===== config.mk =====
export PLATFORM = sky130hd
export DESIGN_NAME = pulse_timer
export DESIGN_NICKNAME = d
export VERILOG_FILES = /design/src/rtl/pulse_timer_pkg.sv /design/src/rtl/pt_pin_sync.sv /design/src/rtl/pt_prescaler.sv /design/src/rtl/pt_count_core.sv /design/src/rtl/pulse_timer.sv
export SDC_FILE = /design/constraint.sdc
export NUM_CORES = 1
export LEC_CHECK = 0
export ABC_AREA = 0
export BUFFER_PORTS_ARGS = -buffer_cell sky130_fd_sc_hd__buf_2
export CAP_MARGIN = 10
export CORE_MARGIN = 2
export CORE_UTILIZATION = 55
export CTS_BUF_LIST = sky130_fd_sc_hd__clkbuf_2 sky130_fd_sc_hd__clkbuf_4 sky130_fd_sc_hd__clkbuf_8
export CTS_CLUSTER_SIZE = 40
export DETAILED_ROUTE_END_ITERATION = 10
export PLACE_DENSITY = 0.76
export SYNTH_ARGS = -nofsm -noshare
export SYNTH_HDL_FRONTEND = slang
export SYNTH_SLANG_ARGS = --single-unit

===== constraint.sdc =====
create_clock -name clk -period 5.3 [get_ports clk]
set_clock_uncertainty 0.1 [all_clocks]
set_input_delay 0.53 -clock clk [delete_from_list [all_inputs] [get_ports clk]]
set_output_delay 0.53 -clock clk [all_outputs]
set_load 0.01 [all_outputs]

===== src/rtl/pulse_timer_pkg.sv =====
package pulse_timer_pkg;

    localparam int CTRL_W = 8;
    localparam int PSC_W  = 3;
    localparam int ADDR_W = 2;

    localparam logic [ADDR_W-1:0] ADDR_DATA = 2'd0;
    localparam logic [ADDR_W-1:0] ADDR_CTRL = 2'd1;
    localparam logic [ADDR_W-1:0] ADDR_FLAG = 2'd2;

    typedef enum logic [1:0] {
        MODE_OFF   = 2'b00,
        MODE_EVENT = 2'b01,
        MODE_TIMER = 2'b10,
        MODE_PULSE = 2'b11
    } mode_e;

    // Packed MSB first: mode[7:6], rsv[5], run[4], edge_sel[3], psc[2:0]
    typedef struct packed {
        mode_e            mode;
        logic             rsv;
        logic             run;
        logic             edge_sel;
        logic [PSC_W-1:0] psc;
    } ctrl_t;

endpackage


===== src/rtl/pt_pin_sync.sv =====
module pt_pin_sync #(
    parameter int STAGES = 2
) (
    input  logic clk,
    input  logic rst_n,
    input  logic pin,
    output logic rise,
    output logic fall
);
    typedef struct packed {
        logic [STAGES-1:0] sh;
        logic              prev;
    } sync_t;

    sync_t s_q, s_d;

    always_comb begin
        s_d      = s_q;
        s_d.sh   = {s_q.sh[STAGES-2:0], pin};
        s_d.prev = s_q.sh[STAGES-1];
        rise     = s_q.sh[STAGES-1] & ~s_q.prev;
        fall     = ~s_q.sh[STAGES-1] & s_q.prev;
    end

    always_ff @(posedge clk) begin
        if (!rst_n) s_q <= '0;
        else        s_q <= s_d;
    end

endmodule


===== src/rtl/pt_prescaler.sv =====
module pt_prescaler #(
    parameter int SEL_W = 3
) (
    input  logic             clk,
    input  logic             rst_n,
    input  logic             clr,
    input  logic [SEL_W-1:0] sel,
    output logic             tick
);
    localparam int DIV_W = 1 << SEL_W;
    localparam logic [DIV_W:0]   SPAN_ONE = (DIV_W+1)'(1);
    localparam logic [DIV_W-1:0] DIV_ONE  = DIV_W'(1);
    localparam logic [SEL_W:0]   SEL_ONE  = (SEL_W+1)'(1);

    logic [DIV_W-1:0] div_q, div_d;
    logic [DIV_W:0]   span;
    logic [DIV_W:0]   span_m1;
    logic [DIV_W-1:0] mask;

    always_comb begin
        span    = SPAN_ONE << ({1'b0, sel} + SEL_ONE);
        span_m1 = span - SPAN_ONE;
        mask    = span_m1[DIV_W-1:0];
        tick    = ((div_q & mask) == mask);
        div_d   = clr ? '0 : div_q + DIV_ONE;
    end

    always_ff @(posedge clk) begin
        if (!rst_n) div_q <= '0;
        else        div_q <= div_d;
    end

    // a restart is never followed directly by a tick
    a_r3_no_tick_after_clr: assert property (@(posedge clk) disable iff (!rst_n)
        clr |=> !tick);
    // ticks are at least two clocks apart
    a_r3_tick_spacing: assert property (@(posedge clk) disable iff (!rst_n)
        tick |=> !tick);

endmodule


===== src/rtl/pt_count_core.sv =====
module pt_count_core
    import pulse_timer_pkg::*;
#(
    parameter int CNT_W = 8
) (
    input  logic             clk,
    input  logic             rst_n,
    input  logic             wr_data,
    input  logic             wr_ctrl,
    input  logic             wr_flag,
    input  logic [CNT_W-1:0] wdata,
    input  logic             rise,
    input  logic             fall,
    input  logic             tick,
    output logic [CNT_W-1:0] count,
    output ctrl_t            ctrl,
    output logic             flag,
    output logic             wake,
    output logic             psc_clr
);
    localparam logic [CNT_W-1:0] CNT_MAX = '1;
    localparam logic [CNT_W-1:0] CNT_ONE = CNT_W'(1);

    typedef struct packed {
        logic [CNT_W-1:0] count;
        logic [CNT_W-1:0] preload;
        ctrl_t            ctrl;
        logic             flag;
        logic             wake;
        logic             meas;
    } core_t;

    core_t s_q, s_d;
    logic  start_edge, stop_edge, inc;

    always_comb begin
        s_d        = s_q;
        s_d.wake   = 1'b0;
        start_edge = s_q.ctrl.edge_sel ? rise : fall;
        stop_edge  = s_q.ctrl.edge_sel ? fall : rise;
        inc        = 1'b0;
        psc_clr    = wr_ctrl;

        if (s_q.ctrl.run) begin
            case (s_q.ctrl.mode)
                MODE_EVENT: inc = s_q.ctrl.edge_sel ? fall : rise;
                MODE_TIMER: inc = tick;
                MODE_PULSE: begin
                    if (s_q.meas) begin
                        inc = tick;
                        if (stop_edge) begin
                            s_d.meas     = 1'b0;
                            s_d.ctrl.run = 1'b0;
                        end
                    end else if (start_edge) begin
                        s_d.meas = 1'b1;
                        psc_clr  = 1'b1;
                    end
                end
                default: inc = 1'b0;
            endcase
        end

        if (wr_flag) s_d.flag = 1'b0;

        if (inc) begin
            if (s_q.count == CNT_MAX) begin
                s_d.count = s_q.preload;
                s_d.flag  = 1'b1;
                s_d.wake  = 1'b1;
            end else begin
                s_d.count = s_q.count + CNT_ONE;
            end
        end

        if (wr_data) s_d.preload = wdata;

        if (wr_ctrl) begin
            s_d.ctrl     = ctrl_t'(wdata[CTRL_W-1:0]);
            s_d.ctrl.rsv = 1'b0;
            s_d.meas     = 1'b0;
        end
    end

    always_ff @(posedge clk) begin
        if (!rst_n) s_q <= '0;
        else        s_q <= s_d;
    end

    assign count = s_q.count;
    assign ctrl  = s_q.ctrl;
    assign flag  = s_q.flag;
    assign wake  = s_q.wake;

    // stopped or idle mode keeps the count
    a_r2_idle_hold: assert property (@(posedge clk) disable iff (!rst_n)
        (s_q.ctrl.mode == MODE_OFF || !s_q.ctrl.run) |=> $stable(s_q.count));
    // wake pulse comes with a set flag
    a_r5_wake_flag: assert property (@(posedge clk) disable iff (!rst_n)
        s_q.wake |-> s_q.flag);
    // overflow lands on the reload value
    a_r5_reload: assert property (@(posedge clk) disable iff (!rst_n)
        s_q.wake |-> (s_q.count == $past(s_q.preload)));
    // outside measurement mode only software drops the run bit
    a_r8_run_sw_only: assert property (@(posedge clk) disable iff (!rst_n)
        ($fell(s_q.ctrl.run) && ($past(s_q.ctrl.mode) != MODE_PULSE)) |-> $past(wr_ctrl));
    // end of a measurement leaves the run bit cleared
    a_r8_hw_clear: assert property (@(posedge clk) disable iff (!rst_n)
        ($past(s_q.meas) && !s_q.meas && !$past(wr_ctrl)) |-> !s_q.ctrl.run);
    // armed-or-done measurement mode does not move the count
    a_r9_hold: assert property (@(posedge clk) disable iff (!rst_n)
        (s_q.ctrl.mode == MODE_PULSE && !s_q.meas) |=> $stable(s_q.count));
    // a clear without a coinciding overflow empties the flag
    a_r12_clear: assert property (@(posedge clk) disable iff (!rst_n)
        ($past(wr_flag) && !s_q.wake) |-> !s_q.flag);

endmodule


===== src/rtl/pulse_timer.sv =====
module pulse_timer
    import pulse_timer_pkg::*;
#(
    parameter int CNT_W       = 8,
    parameter int SYNC_STAGES = 2
) (
    input  logic              clk,
    input  logic              rst_n,
    input  logic              bus_wr,
    input  logic [ADDR_W-1:0] bus_addr,
    input  logic [CNT_W-1:0]  bus_wdata,
    output logic [CNT_W-1:0]  bus_rdata,
    input  logic              ext_pin,
    input  logic              irq_en,
    output logic              irq,
    output logic              wake
);
    logic             wr_data, wr_ctrl, wr_flag;
    logic             rise, fall, tick, psc_clr, flag;
    logic [CNT_W-1:0] count;
    ctrl_t            ctrl;

    assign wr_data = bus_wr && (bus_addr == ADDR_DATA);
    assign wr_ctrl = bus_wr && (bus_addr == ADDR_CTRL);
    assign wr_flag = bus_wr && (bus_addr == ADDR_FLAG);

    pt_pin_sync #(.STAGES(SYNC_STAGES)) u_sync (
        .clk  (clk),
        .rst_n(rst_n),
        .pin  (ext_pin),
        .rise (rise),
        .fall (fall)
    );

    pt_prescaler #(.SEL_W(PSC_W)) u_psc (
        .clk  (clk),
        .rst_n(rst_n),
        .clr  (psc_clr),
        .sel  (ctrl.psc),
        .tick (tick)
    );

    pt_count_core #(.CNT_W(CNT_W)) u_core (
        .clk    (clk),
        .rst_n  (rst_n),
        .wr_data(wr_data),
        .wr_ctrl(wr_ctrl),
        .wr_flag(wr_flag),
        .wdata  (bus_wdata),
        .rise   (rise),
        .fall   (fall),
        .tick   (tick),
        .count  (count),
        .ctrl   (ctrl),
        .flag   (flag),
        .wake   (wake),
        .psc_clr(psc_clr)
    );

    always_comb begin
        case (bus_addr)
            ADDR_DATA: bus_rdata = count;
            ADDR_CTRL: bus_rdata = CNT_W'(ctrl);
            ADDR_FLAG: bus_rdata = CNT_W'(flag);
            default:   bus_rdata = '0;
        endcase
        irq = flag & irq_en;
    end

    // a disabled request never reaches the output
    a_r10_gate_off: assert property (@(posedge clk) disable iff (!rst_n)
        !irq_en |-> !irq);
    // an enabled, recorded flag is forwarded
    a_r10_gate_on: assert property (@(posedge clk) disable iff (!rst_n)
        (irq_en && flag) |-> irq);

endmodule


# After elaboration in Yosys (flattened, before gate mapping)
# Index checks and enable logic that the tools add are counted.
# W data, S select, Z words.
# totals
regBits	37
input_bits	15
word_cells	60
# classes
eq_ne	7
reduce_logical	8
addsub	4
mux	21
shift	1
bitwise	7
# op_table
cell	n
$pmux W8 S3	1
$add A8 B1 Y8 const B	2
$mux W1	15
$and A8 B8 Y8	1
$eq A8 B8 Y1	1
$eq A8 B8 Y1 const B	1
$mux W8	1
$shl A1 B4 Y8 const A	1
$sub A8 B1 Y8 const B	1
$eq A2 B2 Y1 const B	3
$mux W5	1
$add A3 B1 Y4 const B	1
$eq A2 B1 Y1 const B	2
$mux W2	2
$reduce_and A2 Y1	2
$reduce_or A2 Y1	2
$and A1 B1 Y1	3
$logic_and A1 B1 Y1	3
$not A1 Y1	3
$pmux W1 S3	1
$logic_not A2 Y1	1

# Longest topological paths before layout
# Gate-level depths: netlist (run 1).
# logic_depth
ltp_word	9
ltp_mapped	8

# By module
# A second synthesis (run 1) with hierarchy kept.
# unflattened
cells_unflattened	243
area_unflattened_um2	2155.8
# by_module_without_submodules
mod	n_inst	area_each_um2	cells_each
pt_count_core	1	1412.6	156
pt_prescaler	1	483.0	56
pulse_timer	1	168.9	23
pt_pin_sync	1	91.3	8

# Worst setup path after synthesis (run 1)
# OpenSTA, ideal clock, no wires.
# synth_timing
kind	register -> register
from	reg u_core.s_q, in the netlist u_core.ctrl[1]
to	reg u_core.s_q, in the netlist u_core.count[5]
path_slack_ns	2.689
arrival_time_ns	2.418
path_stages_with_launch	9
setup_ns	0.093
path_buffers	1
required_time_ns	5.107
path_cell_list	dfxtp_1 buf_2 and2_1 ha_1 or2b_2 xnor2_1 a221o_1 or3_4 o311ai_2
# synth_via
elab_chain_cells	8
# synth_rtl
item	line	source
start, declared	pt_count_core.sv:33	core_t s_q, s_d;
start signal, assigned	pt_count_core.sv:86	if (!rst_n) s_q <= '0;
start signal, assigned	pt_count_core.sv:87	else s_q <= s_d;
$add A3 B1 Y4 (*)	pt_prescaler.sv:21	span = SPAN_ONE << ({1'b0, sel} + SEL_ONE);
$shl A1 B4 Y8 (*)	pt_prescaler.sv:21	
$sub A8 B1 Y8 (*)	pt_prescaler.sv:22	span_m1 = span - SPAN_ONE;
$and A8 B8 Y8	pt_prescaler.sv:24	tick = ((div_q & mask) == mask);
$eq A8 B8 Y1 (*)	pt_prescaler.sv:24	
$mux W1	pt_count_core.sv:49	if (s_q.meas) begin
$pmux W1 S3 (*)	pt_count_core.sv:45	case (s_q.ctrl.mode)
$mux W1 (*)	pt_count_core.sv:44	if (s_q.ctrl.run) begin
# Every way passes the cells marked *; elsewhere a longest branch is shown, timed or not.
# A chain may end at the register's enable or synchronous reset.

# Worst setup path in the final report (run 1)
# Same ends and word-level chain as after synthesis.

==> results.ini, run 1 <==
[worst_setup_path]
worstPathMaxFanout=13
crit_chain=and2_1, ha_1, or2b_2, xnor2_1, a221o_1, o311ai_0, o311ai_2
ff2ff_path_depth=7
end_kind=flip-flop
max_stage_delay_ps=570
arrival_ps=2910
required_ps=5340
start_kind=flip-flop
path_class=reg2reg
slowest_stage=o311ai_0

[placed_design]
io_buffers=24
dp_hpwl_um=3430
post_dp_cell_area_mm2=0.00217
dp_slack_ps=2460
gp_congestion=0.857

[logic_synthesis]
synth.top_cells.by_count=dfxtp_1 (37), nor2_1 (31), nand2_1 (24), mux2i_1 (18), nand3_1 (15)
syn-cell-area_mm2=0.00203
synth-async-reset-ratio_pct=0
synth_edf_count=0
avgSynthCellArea_um2=8.48
yosysMostFrequentCell=dfxtp_1
synth_warnings=0
synth.top_cell.area_share_pct=36.6
synth_ff_type=dfxtp_1
synth_top_area_cell=dfxtp_1
syn-num-nets=257
synthDistinctLibCells=51
ys_seq_area_share_pct=36.6
synth_cells=239
ys_seq_elements=37
synth_area_leaders=dfxtp_1 (37%), mux2i_1 (8.9%), nor2_1 (5.7%)

[global_routing]
overflow=0
first_global_vias=1611
antenna_found_initial=0
grt_max_degree=22
grtUsageTotal_pct=24.2
grt_pass1_wl_um=7670

[cts]
cts-hold-fix-buffers=0
clock_path_buffers=2
cts_buffers=5
cts_tree=done
clockRootBuffer=clkbuf_8
cts_resized=0
cts_setup_buffers=0
cts_sinks=37
insertion_delay_ps=290
htree_levels=2
clk_pin_slew_worst_paths_ps=70

[pwr]
switchingPower_uw=144
comb_power_share_pct=10.3
p_sw_share_pct=25.5
p_leak_nw=0.842
seqPwrFrac_pct=53.7
p_int_uw=422
clockPowerShare_pct=35.9
peakVddDrop_mv=0.165
power_density_mw_per_mm2=251

[detailed_routing]
drt-total-wl_um=4690
initialDrtViolationCount=75
dr_total_vias=1791
drc=0
avgRoutedWirePerCell_um=15.2
drt-pass1-iter-count=4
viasPerCell=5.80
ant_nets=0

[sta]
fin_ws_ps=2430
slew_viol_final=0
slew_headroom_pct=29.5
finalCriticalPeriod_ps=2870
holdWs_ps=346
tightest_slew_ps=1040
finalCritPeriodShare_pct=54.2
rsz0062_at_grt=false
setup_viol=0
max_freq_ghz=0.348
fin_setup_tns_ps=0
final_hold_viol_count=0

[layout]
n_fill_cell=342
finish.instance_area_mm2=0.00226
syn_to_final_growth_pct=11.4
multiInputGateArea_mm2=0.00121
nets=279
n_antenna_cell=0
regArea_um2=741
drive_above_1_share_pct=16.5

[flow_run]
drv_cap=0

[die]
design.portCount=25
fp-row-count=22
initial_core_util_pct=56.2
die_w_um=64.7
die_y_um=64.7
dieArea_mm2=0.00418
coreArea_mm2=0.00361

[hold_path]
hold_depth=2
hold_path.class=in2reg

[run_status]
status=finished, final reports clean

-- metal layers --
layer / GRT usage (%) / part of all wire (%) / vias to the layer above
met2: 37.6 / 44 / 56
met5: 0 / 0 / -
met1: 31.9 / 47 / 810
met3: 6.08 / 6.7 / 8
li1: - / - / 917
met4: 10.4 / 2.2 / 0
-- path summary, 6_finish.rpt --
check | slack (ps) | from | endpoint
setup / recovery | 2430 | u_core.ctrl[1] | u_core.count[5]
hold reg to reg | 350 | u_sync.s_d[2] | u_sync.s_d[0]
setup reg to reg | 2430 | u_core.ctrl[1] | u_core.count[5]
hold / removal | 350 | ext_pin | u_sync.s_d[2]
-- through the flow --
| stage | util, % | total power [mW] | std cells |
|---|---|---|---|
| after global routing | 62.6 | 0.587 | 309 |
| final | 62.6 | 0.565 | 309 |
| after CTS | 62.6 | 0.568 | 309 |
| after global placement | 60.1 | 0.366 | 302 |
| after floorplan | - | 0.348 | 239 |
| after detailed placement | 60.1 | 0.367 | 302 |
-- layout by cell type, fill, tap and decap left out, types with 2 or more instances in the layout --
cell,synthesis,layout
a21oi_1,12,12
a221oi_1,2,2
a2bb2oi_1,2,2
a31o_2,2,2
a31oi_1,2,2
and2_1,6,6
and3_1,4,4
buf_2,2,24
clkbuf_8,0,6
dfxtp_1,37,37
ha_1,3,3
inv_1,7,7
mux2i_1,18,18
nand2_1,24,24
nand2b_1,3,3
nand3_1,15,15
nand4_1,3,3
nor2_1,31,31
nor2b_1,4,4
nor3_1,3,3
nor3b_1,3,3
o2111a_1,2,2
o2111ai_1,2,2
o211ai_1,5,5
o21ai_0,6,6
o311ai_0,2,2
or3_1,4,4
or4_1,2,2
xnor2_1,2,2
xor2_1,4,4
-- cell families after synthesis --
family / count (synthesis) / share of synthesized area [%]
AO/OA/AOI/OAI: 52 / 20.6
XOR/XNOR: 6 / 2.59
adder cells (fa/ha/maj): 3 / 1.85
buffers and inverters: 17 / 3.64
flip-flops: 37 / 36.6
multiplexers: 19 / 9.45
AND/OR/NAND/NOR: 105 / 25.3
-- critical path: cells and delay by family, from the launching register on --
kind,cells,cell delay (ps)
compound gates,3,1240
flops,1,420
xor+xnor,1,130
simple gates,2,530
fa+ha+maj,1,310
-- sequential cells by signal, summed over array words and instances, names as in the netlist --
register and flops:
u_sync.s_d 2, u_sync.s_q 1, u_core.s_q 9, u_core.ctrl 7, u_psc.div_q 8, u_core.wake 1, u_core.count 8, u_core.flag 1
-- power by group through the flow --
stage          registers, mW  clock network (mW)  logic, mW
4_1_cts                0.303               0.206     0.0581
5_1_grt                0.306               0.216     0.0649
3_3_place_gp           0.310                   0     0.0563
3_5_place_dp           0.310                   0     0.0577
2_1_floorplan          0.304                   0     0.0439
6_report               0.304               0.203     0.0583
-- layout make-up --
cell class              instances  area share, %
inverters                       7           1.16
multi-input cells             185           53.7
well taps                      48           2.66
flip-flops and latches         37           32.8
repair buffers                 25           5.66
clock buffers                   7           3.99
Note: power is estimated with default switching activity, not from simulation.
==> inputs of run 2 (changes only) <==
CORE_UTILIZATION = 54   (was 55)
PLACE_DENSITY = 0.78   (was 0.76)
clock period = 2.31 ns   (was 5.3 ns; I/O delays follow)
==> run 2 against run 1 <==
  * The flow now finishes with violations (negative setup slack)
  * Sequential share of layout area decreased by 2.0 points
  * Register-to-register slack worse by 2500 ps
  * Die area increased by 1.7%
  * Worst setup slack got worse by 2500 ps
  * Clock power grew 130%
  * Count of clock-buffer cells in the layout unchanged
  * Global-route usage grew 0.84 points
  * Combinational power grew to 2.7 times the previous value
  * Sequential cell count is the same
  * Via count increased by 5.6%
  * Maximum frequency up 22%
  * Wire length up 2.5%
  * Critical path type unchanged
==> results.ini, run 2 (synthesis results as in run 1) <==
[die]
fp-row-count=22
die_y_um=65.2
initial_core_util_pct=55.8
dieArea_mm2=0.00426
design.portCount=25
die_w_um=65.2
coreArea_mm2=0.00363

[cts]
insertion_delay_ps=290
clock_path_buffers=2
cts_tree=done
clockRootBuffer=clkbuf_8
cts_sinks=37
clk_pin_slew_worst_paths_ps=70
cts-hold-fix-buffers=0
htree_levels=2
cts_resized=0
cts_buffers=5
cts_setup_buffers=0

[layout]
n_fill_cell=330
finish.instance_area_mm2=0.00241
drive_above_1_share_pct=22.9
nets=293
multiInputGateArea_mm2=0.00125
regArea_um2=742
largest_reg_flops=9
syn_to_final_growth_pct=19.0
stdcell_count=323
regMostFlops=u_core.s_q
final_cell_mix=dfxtp_1 (36), nor2_1 (31), nand2_1 (24), buf_2 (24), mux2i_1 (18)
layout_commonest_cell=dfxtp_1
n_antenna_cell=0

[pwr]
p_sw_share_pct=25.4
p_leak_nw=0.922
switchingPower_uw=334
seqPwrFrac_pct=52.5
clockPowerShare_pct=35.4
p_int_uw=982
peakVddDrop_mv=0.475
power_density_mw_per_mm2=546
comb_power_share_pct=12.1

[detailed_routing]
ant_nets=0
wl_met1_um=2030
drc=0
drt-total-wl_um=4810
viasPerCell=5.85
initialDrtViolationCount=129
wl_met3_um=399
dr_total_vias=1891
topRoutingLayerUsed=met4
drt-pass1-iter-count=4
avgRoutedWirePerCell_um=14.9
met2_length_um=2280

[sta]
slew_viol_final=0
tightest_slew_ps=503
setup_viol=5
finalCritPeriodShare_pct=102
final_hold_viol_count=0
fin_ws_ps=-43.2
max_freq_ghz=0.425
finalCriticalPeriod_ps=2350
slew_headroom_pct=66.4
rsz0062_at_grt=true

[run_status]
violations=negative setup slack
status=complete, but fails checks

[worst_setup_path]
end_kind=flip-flop
r2r_start=u_core.ctrl[1]
path_class=reg2reg
max_stage_delay_ps=430
slowest_stage=a221o_2
critPathBufInv=0
worstPathMaxFanout=6
cpLargestDelayFamily=simple AND/OR/NAND/NOR gates
arrival_ps=2450
ff2ff_setup_slack_ps=-40
crit_chain=and2_4, ha_4, or2b_4, xnor2_1, a221o_2, or3_4, o311ai_2
start_kind=flip-flop
ff2ff_path_depth=7
r2r_end=u_core.count[5]
required_ps=2410

[global_routing]
grt_max_degree=21
grtUsageTotal_pct=25.0
first_global_vias=1780
grt_pass1_wl_um=8130
antenna_found_initial=0
overflow=0

[placed_design]
io_buffers=24
placed_cells=316
gp_congestion=0.898
post_dp_cell_area_mm2=0.00229
dp_hpwl_um=3580

[hold_path]
min_to=u_sync.s_d[2]
min_from=ext_pin
hold_path.class=in2reg
hold_depth=2

[flow_run]
drv_cap=0

run 2: cell type report:
cell class | count | area share (%)
Tap cell | 48 | 2.49
Multi-Input combinational cell | 185 | 51.9
Clock buffer | 7 | 3.74
Sequential cell | 37 | 30.8
Timing Repair Buffer | 39 | 9.97
Inverter | 7 | 1.09
run 2: power groups by stage:
stage / clock (mW) / sequential [mW] / combinational, mW
after floorplan: 0 / 0.698 / 0.103
after global placement: 0 / 0.702 / 0.151
after detailed placement: 0 / 0.702 / 0.154
after CTS: 0.473 / 0.689 / 0.156
after global routing: 0.502 / 0.694 / 0.179
final: 0.465 / 0.691 / 0.160
run 2: worst reg2reg max path: cells and delay by family, from the launching register on:
| family | cells | cell delay, ps |
|---|---|---|
| compound gates | 2 | 650 |
| simple gates | 3 | 810 |
| flops | 1 | 320 |
| fa+ha+maj | 1 | 270 |
| xor+xnor | 1 | 130 |
run 2: metal layers:
layer	track usage, %	up-vias
met5	0	-
met4	10.4	0
met3	5.99	12
met2	40.6	70
met1	31.9	867
li1	-	942
run 2: through the flow:
| step | util (%) | total power, mW | hold WS (ps) | TNS, ps | worst slack, ps |
|---|---|---|---|---|---|
| CTS | 65.5 | 1.32 | 47.5 | -82.2 | -45.3 |
| finish | 66.3 | 1.32 | 51.4 | -111 | -43.2 |
| global placement | 63.0 | 0.853 | 318 | 0 | 27.4 |
| floorplan | - | 0.801 | 258 | -202 | -53.0 |
| global route | 66.3 | 1.37 | 55.6 | -732 | -116 |
| detailed placement | 63.0 | 0.856 | 336 | -69.1 | -45.0 |
run 2: worst max-delay path by stage:
stage,startpoint,endpoint,slack [ps],cells past startpoint
after floorplan,u_core.ctrl[1],u_core.flag,-50,8
after global placement,u_core.ctrl[1],u_core.count[4],30,8
after detailed placement,u_core.ctrl[1],u_core.count[5],-40,7
after CTS,u_core.ctrl[1],u_core.count[5],-50,7
after global routing,u_core.ctrl[1],u_core.count[4],-120,7
final,u_core.ctrl[1],u_core.count[5],-40,7
==> inputs of run 3 (changes only) <==
HOLD_SLACK_MARGIN = 0.1   (was default)
MAX_ROUTING_LAYER = met4   (was default)
==> run 3 against run 2 <==
  * The flow still finishes with violations (negative setup slack)
  * Highest routed layer unchanged
  * Non-clock buffer count rose by 5
  * Utilization up 1.4 points
  * Hold slack gained 61 ps
  * Count of clock-buffer cells in the layout stayed put
==> results.ini, run 3 (synthesis results as in run 1) <==
[placed_design]
dp_hpwl_um=3580
placed_cells=316
io_buffers=24
post_dp_cell_area_mm2=0.00229
gp_congestion=0.913

[layout]
largest_reg_flops=9
n_fill_cell=318
syn_to_final_growth_pct=21.4
nets=298
final_cell_mix=dfxtp_1 (36), nor2_1 (31), nand2_1 (24), buf_2 (24), mux2i_1 (18)
stdcell_count=328
regMostFlops=u_core.s_q
layout_commonest_cell=dfxtp_1
n_antenna_cell=0
multiInputGateArea_mm2=0.00125
finish.instance_area_mm2=0.00246
regArea_um2=742
drive_above_1_share_pct=22.5

[worst_setup_path]
start_kind=flip-flop
ff2ff_path_depth=7
critPathBufInv=0
cpLargestDelayFamily=simple AND/OR/NAND/NOR gates
crit_chain=and2_4, ha_4, or2b_4, xnor2_1, a221o_2, or3_4, o311ai_2
arrival_ps=2460
required_ps=2410
path_class=reg2reg
crit_cells=7
slowest_stage=a221o_2
max_stage_delay_ps=430
end_kind=flip-flop
worstPathMaxFanout=6

[sta]
final_hold_viol_count=0
fin_ws_ps=-50.8
finalCritPeriodShare_pct=102
slew_headroom_pct=65.5
rsz0062_at_grt=true
holdWs_ps=113
finalCriticalPeriod_ps=2360
tightest_slew_ps=517
setup_viol=6
fin_setup_tns_ps=-143
max_freq_ghz=0.424
slew_viol_final=0

[cts]
htree_levels=2
clock_path_buffers=2
clk_pin_slew_worst_paths_ps=70
cts_sinks=37
cts_tree=done
insertion_delay_ps=290
cts_buffers=5
clockRootBuffer=clkbuf_8
cts_setup_buffers=0

[detailed_routing]
initialDrtViolationCount=137
drt-pass1-iter-count=4
ant_nets=0
viasPerCell=5.80
drc=0
avgRoutedWirePerCell_um=14.9
dr_total_vias=1902
drt-total-wl_um=4900

[global_routing]
antenna_found_initial=0
first_global_vias=1800
overflow=0
grt_max_degree=21
grtUsageTotal_pct=26.0
grt_pass1_wl_um=8210

[pwr]
p_total_mw=1.33
peakVddDrop_mv=0.482
power_density_mw_per_mm2=540
p_leak_nw=0.943

[hold_path]
hold_depth=3
hold_path.class=in2reg

[die]
die_w_um=65.2
coreArea_mm2=0.00363
initial_core_util_pct=55.8
fp-row-count=22
die_y_um=65.2
design.portCount=25
dieArea_mm2=0.00426

[run_status]
status=complete, but fails checks
violations=negative setup slack

[flow_run]
drv_cap=0

[run 3: path summary, 6_finish.rpt]
kind / startpoint / slack [ps] / end
setup / recovery: u_core.ctrl[1] / -50 / u_core.count[5]
hold / removal: bus_wdata[2] / 110 / u_core.s_q[13]
setup reg to reg: u_core.ctrl[1] / -50 / u_core.count[5]
hold reg to reg: u_sync.s_d[2] / 340 / u_sync.s_d[0]
[run 3: layout make-up]
type	instances	area share [%]
clock buffer	7	3.66
tap	48	2.44
sequential	37	30.2
inverter	7	1.07
multi-input combinational	185	50.9
timing repair buffer	44	11.8
[run 3: repair_timing]
action                                 in CTS  in global routing
hold buffers                                5                  0
endpoints found under the hold margin       5                  0
pin swaps                                   0                  0
resized for setup                           0                  7
setup endpoints to repair                   2                  9
[run 3: report_power, final]
group | leakage [nW] | internal, mW | switching [mW]
Combinational | 0.594 | 0.0770 | 0.0899
Sequential | 0.301 | 0.662 | 0.0296
Clock | 0.0477 | 0.248 | 0.221
Total | 0.943 | 0.987 | 0.341
[run 3: worst reg2reg max path, cell delays in order, from the launching register on]
cell and delay [ps]:
dfxtp_2 320, and2_4 160, ha_4 270, or2b_4 280, xnor2_1 140, a221o_2 430
or3_4 370, o311ai_2 220
[run 3: routing by layer]
metal	global-route usage (%)	routed length [um]	share of wire (%)	vias to the layer above
met2	40.9	2350	48	61
met4	10.4	78	1.6	0
met5	-	0	0	-
met3	5.82	327	6.7	7
met1	32.4	2140	44	884
li1	-	-	-	950
[run 3: through the flow]
stage,setup slack (ps),utilization (%)
2_1_floorplan,-53.0,-
3_3_place_gp,27.4,63.0
3_5_place_dp,-45.0,63.0
4_1_cts,-45.3,66.9
5_1_grt,-115,67.7
6_report,-50.8,67.7
